File: src/rtl/lmon_pkg.sv
package lmon_pkg;

  parameter int unsigned LM_TS_W = 48;

  typedef logic [LM_TS_W-1:0] ts_t;

  typedef enum logic [1:0] {
    SEL_STIM  = 2'd0,
    SEL_RESP  = 2'd1,
    SEL_LIMIT = 2'd2
  } cfg_sel_e;

  // Elapsed cycles between two timestamps, wrapping modulo 2^LM_TS_W.
  function automatic ts_t lm_elapsed(input ts_t now_ts, input ts_t then_ts);
    return now_ts - then_ts;
  endfunction

  // Verdict: strictly under the limit.
  function automatic logic lm_meets(input ts_t lat, input ts_t limit);
    return lat < limit;
  endfunction

endpackage

File: src/rtl/lm_cfg_regs.sv
module lm_cfg_regs
  import lmon_pkg::*;
#(
  parameter int unsigned ADDR_W = 32
) (
  input  logic              clk,
  input  logic              rst_n,
  input  logic              enable,
  input  logic              we,
  input  logic [1:0]        sel,
  input  ts_t               data,
  output logic [ADDR_W-1:0] stim_addr,
  output logic [ADDR_W-1:0] resp_addr,
  output ts_t               limit
);

  logic wr_ok;
  assign wr_ok = we && !enable;

  always_ff @(posedge clk) begin
    if (!rst_n) begin
      stim_addr <= '0;
      resp_addr <= '1;
      limit     <= '1;
    end else if (wr_ok) begin
      case (cfg_sel_e'(sel))
        SEL_STIM:  stim_addr <= data[ADDR_W-1:0];
        SEL_RESP:  resp_addr <= data[ADDR_W-1:0];
        SEL_LIMIT: limit     <= data;
        default:   ;
      endcase
    end
  end

  // registers are frozen while the monitor runs
  assert_cfg_frozen_R2: assert property (@(posedge clk) disable iff (!rst_n)
    $past(enable) |-> ($stable(stim_addr) && $stable(resp_addr) && $stable(limit)));

endmodule

File: src/rtl/lm_addr_match.sv
module lm_addr_match #(
  parameter int unsigned LANES  = 2,
  parameter int unsigned ADDR_W = 32
) (
  input  logic                    enable,
  input  logic [LANES-1:0]        tr_valid,
  input  logic [LANES*ADDR_W-1:0] tr_addr,
  input  logic [ADDR_W-1:0]       stim_addr,
  input  logic [ADDR_W-1:0]       resp_addr,
  output logic                    stim_hit,
  output logic                    resp_hit
);

  logic [LANES-1:0] stim_lane;
  logic [LANES-1:0] resp_lane;

  for (genvar g = 0; g < LANES; g++) begin : g_lane
    logic [ADDR_W-1:0] lane_addr;
    assign lane_addr    = tr_addr[g*ADDR_W +: ADDR_W];
    assign stim_lane[g] = tr_valid[g] && (lane_addr == stim_addr);
    assign resp_lane[g] = tr_valid[g] && (lane_addr == resp_addr);
  end

  assign stim_hit = enable && (|stim_lane);
  assign resp_hit = enable && (|resp_lane);

endmodule

File: src/rtl/lm_timebase.sv
module lm_timebase
  import lmon_pkg::*;
(
  input  logic clk,
  input  logic rst_n,
  output ts_t  ts_now
);

  always_ff @(posedge clk) begin
    if (!rst_n) ts_now <= '0;
    else        ts_now <= ts_now + 1'b1;
  end

  // the time base advances by exactly one per cycle
  assert_ts_step_R4: assert property (@(posedge clk) disable iff (!rst_n)
    $past(rst_n) |-> ts_now == ts_t'($past(ts_now) + 1'b1));

endmodule

File: src/rtl/lm_result.sv
module lm_result
  import lmon_pkg::*;
(
  input  logic clk,
  input  logic rst_n,
  input  logic enable,
  input  logic stim_hit,
  input  logic resp_hit,
  input  ts_t  ts_now,
  input  ts_t  limit,
  input  logic res_ack,
  output logic res_valid,
  output ts_t  res_latency,
  output logic res_pass,
  output logic res_overflow
);

  logic seen_q;
  ts_t  stim_ts_q;
  logic pend_q;
  logic produce;
  ts_t  base_ts;
  ts_t  lat_now;

  assign produce = enable && resp_hit && (seen_q || stim_hit);
  assign base_ts = stim_hit ? ts_now : stim_ts_q;
  assign lat_now = lm_elapsed(ts_now, base_ts);

  always_ff @(posedge clk) begin
    if (!rst_n) begin
      seen_q       <= 1'b0;
      stim_ts_q    <= '0;
      pend_q       <= 1'b0;
      res_valid    <= 1'b0;
      res_latency  <= '0;
      res_pass     <= 1'b0;
      res_overflow <= 1'b0;
    end else if (!enable) begin
      seen_q       <= 1'b0;
      pend_q       <= 1'b0;
      res_valid    <= 1'b0;
      res_overflow <= 1'b0;
    end else begin
      res_valid <= produce;
      if (stim_hit) begin
        seen_q    <= 1'b1;
        stim_ts_q <= ts_now;
      end
      if (produce) begin
        res_latency <= lat_now;
        res_pass    <= lm_meets(lat_now, limit);
      end
      if (produce && pend_q && !res_ack) res_overflow <= 1'b1;
      if (produce)      pend_q <= 1'b1;
      else if (res_ack) pend_q <= 1'b0;
    end
  end

  // a coincident stimulus and response give zero latency
  assert_zero_same_cycle_R7: assert property (@(posedge clk) disable iff (!rst_n)
    (res_valid && $past(stim_hit && resp_hit)) |-> res_latency == '0);

  // no result without a response and a known stimulus
  assert_needs_stimulus_R6: assert property (@(posedge clk) disable iff (!rst_n)
    res_valid |-> ($past(resp_hit) && $past(seen_q || stim_hit)));

  // verdict agrees with the held limit
  assert_verdict_R8: assert property (@(posedge clk) disable iff (!rst_n)
    res_valid |-> (res_pass == (res_latency < limit)));

  // overflow stays set while enabled
  assert_overflow_sticky_R9: assert property (@(posedge clk) disable iff (!rst_n)
    ($past(res_overflow) && $past(enable)) |-> res_overflow);

  // nothing is reported in the cycle after a disabled cycle
  assert_quiet_when_off_R1: assert property (@(posedge clk) disable iff (!rst_n)
    !$past(enable) |-> (!res_valid && !res_overflow));

endmodule

File: src/rtl/stim_resp_latency_mon.sv
module stim_resp_latency_mon
  import lmon_pkg::*;
#(
  parameter int unsigned LANES  = 2,
  parameter int unsigned ADDR_W = 32
) (
  input  logic                    clk,
  input  logic                    rst_n,
  input  logic                    enable,
  input  logic                    cfg_we,
  input  logic [1:0]              cfg_sel,
  input  logic [LM_TS_W-1:0]      cfg_data,
  input  logic [LANES-1:0]        tr_valid,
  input  logic [LANES*ADDR_W-1:0] tr_addr,
  input  logic                    res_ack,
  output logic                    res_valid,
  output logic [LM_TS_W-1:0]      res_latency,
  output logic                    res_pass,
  output logic                    res_overflow
);

  logic [ADDR_W-1:0] stim_addr;
  logic [ADDR_W-1:0] resp_addr;
  ts_t               limit;
  ts_t               ts_now;
  logic              stim_hit;
  logic              resp_hit;

  lm_cfg_regs #(.ADDR_W(ADDR_W)) u_cfg (
    .clk       (clk),
    .rst_n     (rst_n),
    .enable    (enable),
    .we        (cfg_we),
    .sel       (cfg_sel),
    .data      (cfg_data),
    .stim_addr (stim_addr),
    .resp_addr (resp_addr),
    .limit     (limit)
  );

  lm_addr_match #(.LANES(LANES), .ADDR_W(ADDR_W)) u_match (
    .enable    (enable),
    .tr_valid  (tr_valid),
    .tr_addr   (tr_addr),
    .stim_addr (stim_addr),
    .resp_addr (resp_addr),
    .stim_hit  (stim_hit),
    .resp_hit  (resp_hit)
  );

  lm_timebase u_time (
    .clk    (clk),
    .rst_n  (rst_n),
    .ts_now (ts_now)
  );

  lm_result u_res (
    .clk          (clk),
    .rst_n        (rst_n),
    .enable       (enable),
    .stim_hit     (stim_hit),
    .resp_hit     (resp_hit),
    .ts_now       (ts_now),
    .limit        (limit),
    .res_ack      (res_ack),
    .res_valid    (res_valid),
    .res_latency  (res_latency),
    .res_pass     (res_pass),
    .res_overflow (res_overflow)
  );

endmodule

File: config.mk
export PLATFORM = sky130hd
export DESIGN_NAME = stim_resp_latency_mon
export DESIGN_NICKNAME = d
export VERILOG_FILES = /design/src/rtl/lmon_pkg.sv /design/src/rtl/lm_cfg_regs.sv /design/src/rtl/lm_addr_match.sv /design/src/rtl/lm_timebase.sv /design/src/rtl/lm_result.sv /design/src/rtl/stim_resp_latency_mon.sv
export SDC_FILE = /design/constraint.sdc
export NUM_CORES = 1
export LEC_CHECK = 0
export BUFFER_PORTS_ARGS = -buffer_cell sky130_fd_sc_hd__buf_2
export CAP_MARGIN = 15
export CORE_AREA = 5 5 187 189
export CTS_CLUSTER_SIZE = 12
export DETAILED_ROUTE_END_ITERATION = 10
export DIE_AREA = 0 0 192 194
export PLACE_DENSITY = 0.64
export SLEW_MARGIN = 0
export SYNTH_ARGS = -nofsm -noshare
export SYNTH_HDL_FRONTEND = slang
export SYNTH_SLANG_ARGS = --single-unit
File: constraint.sdc
create_clock -name clk -period 6.17 [get_ports clk]
set_input_delay 0.9255 -clock clk [delete_from_list [all_inputs] [get_ports clk]]
set_output_delay 0.9255 -clock clk [all_outputs]
set_load 0.03 [all_outputs]
==> results of run 1 <==
[power by group through the flow]
stage	clock [mW]	combinational, mW	sequential (mW)
5_1_grt	1.87	0.596	1.74
4_1_cts	1.80	0.541	1.73
6_report	1.76	0.554	1.73
3_3_place_gp	0	0.522	1.77
2_1_floorplan	0	0.247	1.76
3_5_place_dp	0	0.528	1.77
[state kept, by name, indices dropped and copies added, names as in the netlist]
register            count
u_res.pend_q            1
u_cfg.stim_addr        32
u_res.res_latency      48
u_cfg.limit            48
u_res.res_valid         1
u_res.res_overflow      1
u_cfg.resp_addr        32
u_res.seen_q            1
u_time.ts_now          48
u_res.stim_ts_q        48
u_res.res_pass          1
[layout by cell type (no fill, tap or decap), drive strengths merged, types with 5 or more instances in the layout]
cell type,count
nand2,302
a22o,7
nand4b,5
a211oi,5
o21bai,6
inv,67
buf,511
a21o,29
clkbuf,43
a21oi,124
nand2b,6
ha,95
mux2i,61
o21ai,36
xor2,122
a31oi,11
xnor2,91
nand4,44
and3,13
nor2b,7
or3,12
nor3,20
nand3,59
clkinv,5
o21a,11
nor4,26
o211ai,54
dfxtp,261
nor2,140
and2,9
[through the flow]
| stage | worst slack [ns] | std cells | setup TNS (ns) | area, µm² |
|---|---|---|---|---|
| 3_5_place_dp | -0.984 | 2616 | -0.984 | 18100 |
| 3_3_place_gp | -0.861 | 2616 | -0.861 | 18100 |
| 2_1_floorplan | 0.0312 | 1754 | 0 | 14600 |
| 4_1_cts | 0.000577 | 2673 | 0 | 19300 |
| 6_report | 0.150 | 2687 | 0 | 19700 |
| 5_1_grt | -0.118 | 2686 | -0.118 | 19700 |
[worst min-delay path, delay by kind of cell (launching register included)]
| kind | cells | cell delay, ns |
|---|---|---|
| simple gates | 1 | 0.06 |
| compound gates | 1 | 0.04 |
| flops | 1 | 0.31 |
[routing by layer]
layer  track usage (%)  up-vias
met4              9.14        0
li1                  -     7005
met5                 0        -
met1              34.0     6595
met2              40.9      401
met3              3.31      105
[path summary, 6_finish.rpt]
path,depth (start not counted),to,from,slack (ns)
setup / recovery,30,u_res.res_pass$_SDFFE_PN0P_,tr_addr[33],0.15
hold reg to reg,2,u_res.res_latency[12]$_SDFFE_PN0P_,u_res.res_latency[12]$_SDFFE_PN0P_,0.46
setup reg to reg,30,u_res.res_pass$_SDFFE_PN0P_,u_cfg.stim_addr[25]$_SDFFE_PN0P_,0.21
hold / removal,2,u_res.res_latency[12]$_SDFFE_PN0P_,u_res.res_latency[12]$_SDFFE_PN0P_,0.46
[Yosys cell counts (36+ instances only)]
master and count:
nand2_1 291, dfxtp_1 261, nor2_1 140, xor2_1 122, a21oi_1 107, ha_1 95, xnor2_1 91, inv_1 66
clkbuf_1 65, mux2i_1 61, nand3_1 59, o211ai_1 54, nand4_1 44, o21ai_0 36
[cell families (layout without fill, tap and decap cells)]
group	count (synthesis)	in the layout	synth area share, %
and+or+nand+nor	661	661	20.5
AOI/OAI and AO/OA	315	315	14.2
DFF	261	261	35.8
xor gates and xnor gates	213	213	12.8
buffers and inverters	146	629	4.08
adders and majority gates	96	96	8.29
muxes	62	62	4.26
other	0	2	0
[area by class of cell]
cell class,instances,area share [%]
Antenna cell,2,0.0255
Multi-Input combinational cell,1347,46.4
Sequential cell,261,26.6
Clock buffer,42,4.45
Inverter,67,1.30
Timing Repair Buffer,512,17.9
Clock inverter,8,0.509
Tap cell,448,2.85
[timing repair]
action,in CTS,in global routing
pin swaps,6,39
resized for setup,20,51
buffers inserted,6,10
cloned,1,1
endpoints found under the setup margin,1,1
==> flow_summary.ini, run 1 <==
[outcome]
status = completed

[pwr]
p_switching_mw = 1.02
p_clk_share_pct = 43.5
comb_power_share_pct = 13.7
power.total_mw = 4.05
power.internal_mw = 3.03
p_sw_share_pct = 25.3
power.density_nw_per_um2 = 206
p_leak_nw = 9.27
peakVddDrop_mv = 0.193
seqPwrFrac_pct = 42.8

[detailed_routing]
routed_wl_mm = 48.9
met1Wirelength_mm = 22.0
drt_first_pass_iters = 5
met3_length_mm = 2.78
vias = 14100
route.met2.wl_mm = 22.3
drc = 0
ant_nets = 0
drt_iter0_markers = 915
wl_per_cell_um = 18.2
routed.top_layer = met4
vias_per_cell = 5.25

[placement]
gp_congestion = 0.931
hpwl_mm = 37.8
port_buffers = 171

[worst_setup_path]
cp_data_required_time_ns = 6.62
path_delay_family = compound AO/OA/AOI/OAI gates
worstSetupEndpointType = flip-flop
startpoint_type = input pin
crit_arrival_ns = 6.47
cp_num_buf_inv = 8
slowest_stage = o211ai_1
critPathKind = in2reg
cp_common_cell = buf_4
max_stage_delay_ns = 0.38
crit_fanout = 8

[synthesis]
syn-instance-count = 1754
synth_top_area_share_pct = 35.8
ys_ff_latch = 261
synth_fp_nets = 1971
syn_avg_cell_area_um2 = 8.31
synth-main-ff-cell = dfxtp_1
yosysSeqAreaShare_pct = 35.8
post-synth-top-area-cell = dfxtp_1
synth.distinct_cells = 64
synth_edf_count = 0
synthArstFlopShare_pct = 0
netlist_area_um2 = 14600
synth_top_cells_by_area = dfxtp_1 (36%), ha_1 (8.2%), nand2_1 (7.5%)
yosysWarnings = 0

[floorplanning]
num_io_pins = 172
die-area_um2 = 37200
dieHeight_um = 194
row_count = 67
die_w_um = 192
core-area_um2 = 33100
start_util_pct = 44.0

[timing]
setup_viol = 0
final-hold-violation-count = 0
tightest_slew_ns = 0.907
timing.hold.ws_ns = 0.456
finClkSkew_ns = 0.0173
slew_headroom_pct = 39.5
max_freq_mhz = 166
period_share_pct = 97.6
min_period_ns = 6.02
rsz0062_at_grt = true
maxSlewViolCount = 0

[clock_network]
numCtsBuffers = 29
clk_pin_slew_ns = 0.06
cts_tree = built
clock_latency_ns = 0.56
cts_root_buf = clkbuf_16
cts_hold_buf = 0
cts_sinks = 261
clock_path_buffers = 3
h-tree-depth = 1

[finish]
num-fill-cells = 3019
area_delta_synth_final_pct = 34.8
register_area_um2 = 5230
multi_input_area_um2 = 9110
final_layout_size_suffix_gt1_share_pct = 29.3
final_util_pct = 59.4
fin_nets = 2435

[global_route]
grt_pass1_wl_mm = 75.6
grt_max_degree = 99
first_global_vias = 14000
grt_antenna_before_repair = 1
grt_remaining_overflow = 0
grt_usage_pct = 25.1

[flow_run]
max-cap-violations = 0

[hold_path]
min_path_type = reg2reg
No activity file was read; power rests on OpenSTA's default activity.
==> run 2: changes to the inputs <==
- CTS_BUF_LIST: not set -> sky130_fd_sc_hd__clkbuf_2 sky130_fd_sc_hd__clkbuf_4 sky130_fd_sc_hd__clkbuf_8
==> flow_summary.ini, run 2 (synthesis gave the netlist of run 1 again) <==
[placement]
port_buffers = 171
gp_congestion = 0.931
hpwl_mm = 37.8
placed_cells = 2616

[clock_network]
cts_root_buf = clkbuf_8
clock_path_buffers = 3
cts_hold_buf = 0
numCtsBuffers = 44
cts_tree = built
clock_latency_ns = 0.59
clk_pin_slew_ns = 0.06
h-tree-depth = 2
cts_sinks = 261

[global_route]
grt_max_degree = 99
grt_remaining_overflow = 0
first_global_vias = 14100
grt_antenna_before_repair = 1
grt_usage_pct = 25.3
grt_pass1_wl_mm = 75.8

[timing]
setup-tns-final_ns = 0
min_period_ns = 6.05
maxSlewViolCount = 0
period_share_pct = 98.0
rsz0062_at_grt = true
finClkSkew_ns = 0.0287
final-hold-violation-count = 0
timing.hold.ws_ns = 0.458
setup_viol = 0
slew_headroom_pct = 23.4
max_freq_mhz = 165
tightest_slew_ns = 1.15

[worst_setup_path]
r2r_slack_ns = 0.16
slowest_stage = or3_4
cp_num_buf_inv = 5
crit_arrival_ns = 6.52
rr_worst_depth = 28
crit_fanout = 8
rr_endpoint = u_res.res_pass$_SDFFE_PN0P_
cp_common_cell = nand4_1
reg2reg_from = u_cfg.stim_addr[25]$_SDFFE_PN0P_
startpoint_type = input pin
path_delay_family = compound AO/OA/AOI/OAI gates
cp_data_required_time_ns = 6.64
max_stage_delay_ns = 0.42
critPathKind = in2reg
worstSetupEndpointType = flip-flop

[finish]
area_delta_synth_final_pct = 35.6
final_util_pct = 59.7
final_cell_mix = buf_4 (339), nand2_1 (291), dfxtp_1 (258)
fin_nets = 2455
register_area_um2 = 5230
final_common_cell = buf_4
num-fill-cells = 3000
final_cells = 2723
multi_input_area_um2 = 9160
final_layout_size_suffix_gt1_share_pct = 30.7

[flow_run]
max-cap-violations = 0

[pwr]
p_leak_nw = 9.34
peakVddDrop_mv = 0.158
power.density_nw_per_um2 = 204

[detailed_routing]
vias = 14200
ant_nets = 0
routed_wl_mm = 49.2
drt_first_pass_iters = 5
vias_per_cell = 5.22
drt_iter0_markers = 854
drc = 0
wl_per_cell_um = 18.1

[floorplanning]
start_util_pct = 44.0
row_count = 67
die_w_um = 192
core-area_um2 = 33100
dieHeight_um = 194
num_io_pins = 172
die-area_um2 = 37200

[hold_path]
worstHoldPathCells = 2
min_path_type = reg2reg
worstHoldEndpoint = u_res.res_latency[12]$_SDFFE_PN0P_
worstHoldStart = u_res.res_latency[12]$_SDFFE_PN0P_

[outcome]
status = completed
## run 2: cell count changes in the layout (fill, tap and decap cells not counted), sizes merged
cell      change
buf           +4
bufinv        +1
clkbuf       +24
clkinv        +4
clkinvlp      +2
inv           +1
## run 2: through the flow
step                cell area, µm²  worst slack [ns]  total power [mW]
finish                       19800             0.121              4.03
global route                 19800            -0.157              4.20
CTS                          19300            0.0224              4.06
detailed placement           18100            -0.984              2.30
global placement             18100            -0.861              2.29
floorplan                    14600            0.0312              2.01
## run 2: worst max-delay path by stage
stage	cells after the start	endpoint	start
after detailed placement	28	u_res.res_pass$_SDFFE_PN0P_	tr_addr[14]
after global placement	28	u_res.res_pass$_SDFFE_PN0P_	tr_addr[14]
after floorplan	26	u_res.res_pass$_SDFFE_PN0P_	tr_addr[31]
after CTS	28	u_res.res_pass$_SDFFE_PN0P_	tr_addr[14]
final	28	u_res.res_pass$_SDFFE_PN0P_	tr_addr[12]
after global routing	28	u_res.res_pass$_SDFFE_PN0P_	tr_addr[15]
## run 2: report_power, final
group          internal (mW)  switching (mW)
sequential              1.71          0.0241
clock                   1.00           0.742
combinational          0.260           0.294
## run 2: repair_timing
item | in CTS | in global routing
resized for setup | 20 | 56
endpoints found under the setup margin | 1 | 1
pin swaps | 7 | 39
cloned | 1 | 2
setup buffers | 6 | 15
## run 2: final cells by class
type | instances | share of cell area [%]
diodes | 2 | 0.0253
clock buffers | 65 | 4.21
clock inverters | 16 | 0.873
inverters | 67 | 1.29
multi-input cells | 1347 | 46.3
flip-flops and latches | 261 | 26.4
well taps | 448 | 2.83
repair buffers | 517 | 18.0
## run 2: worst reg2reg max path: cells and delay by family, from the launching register on
kind / cells / cell delay [ns]
adder cells (fa/ha/maj): 2 / 0.54
buffers and inverters: 5 / 0.73
XOR/XNOR: 2 / 0.32
AND/OR/NAND/NOR: 8 / 1.73
multiplexers: 1 / 0.22
flip-flops: 1 / 0.35
AO/OA/AOI/OAI: 10 / 2.04
## run 2: layer usage
metal	global-route usage [%]	up-vias	routed length [µm]
met5	0	-	0
met1	34.1	6669	22400
met3	3.75	106	2500
met2	40.9	391	22400
li1	-	7061	-
met4	9.98	0	1850
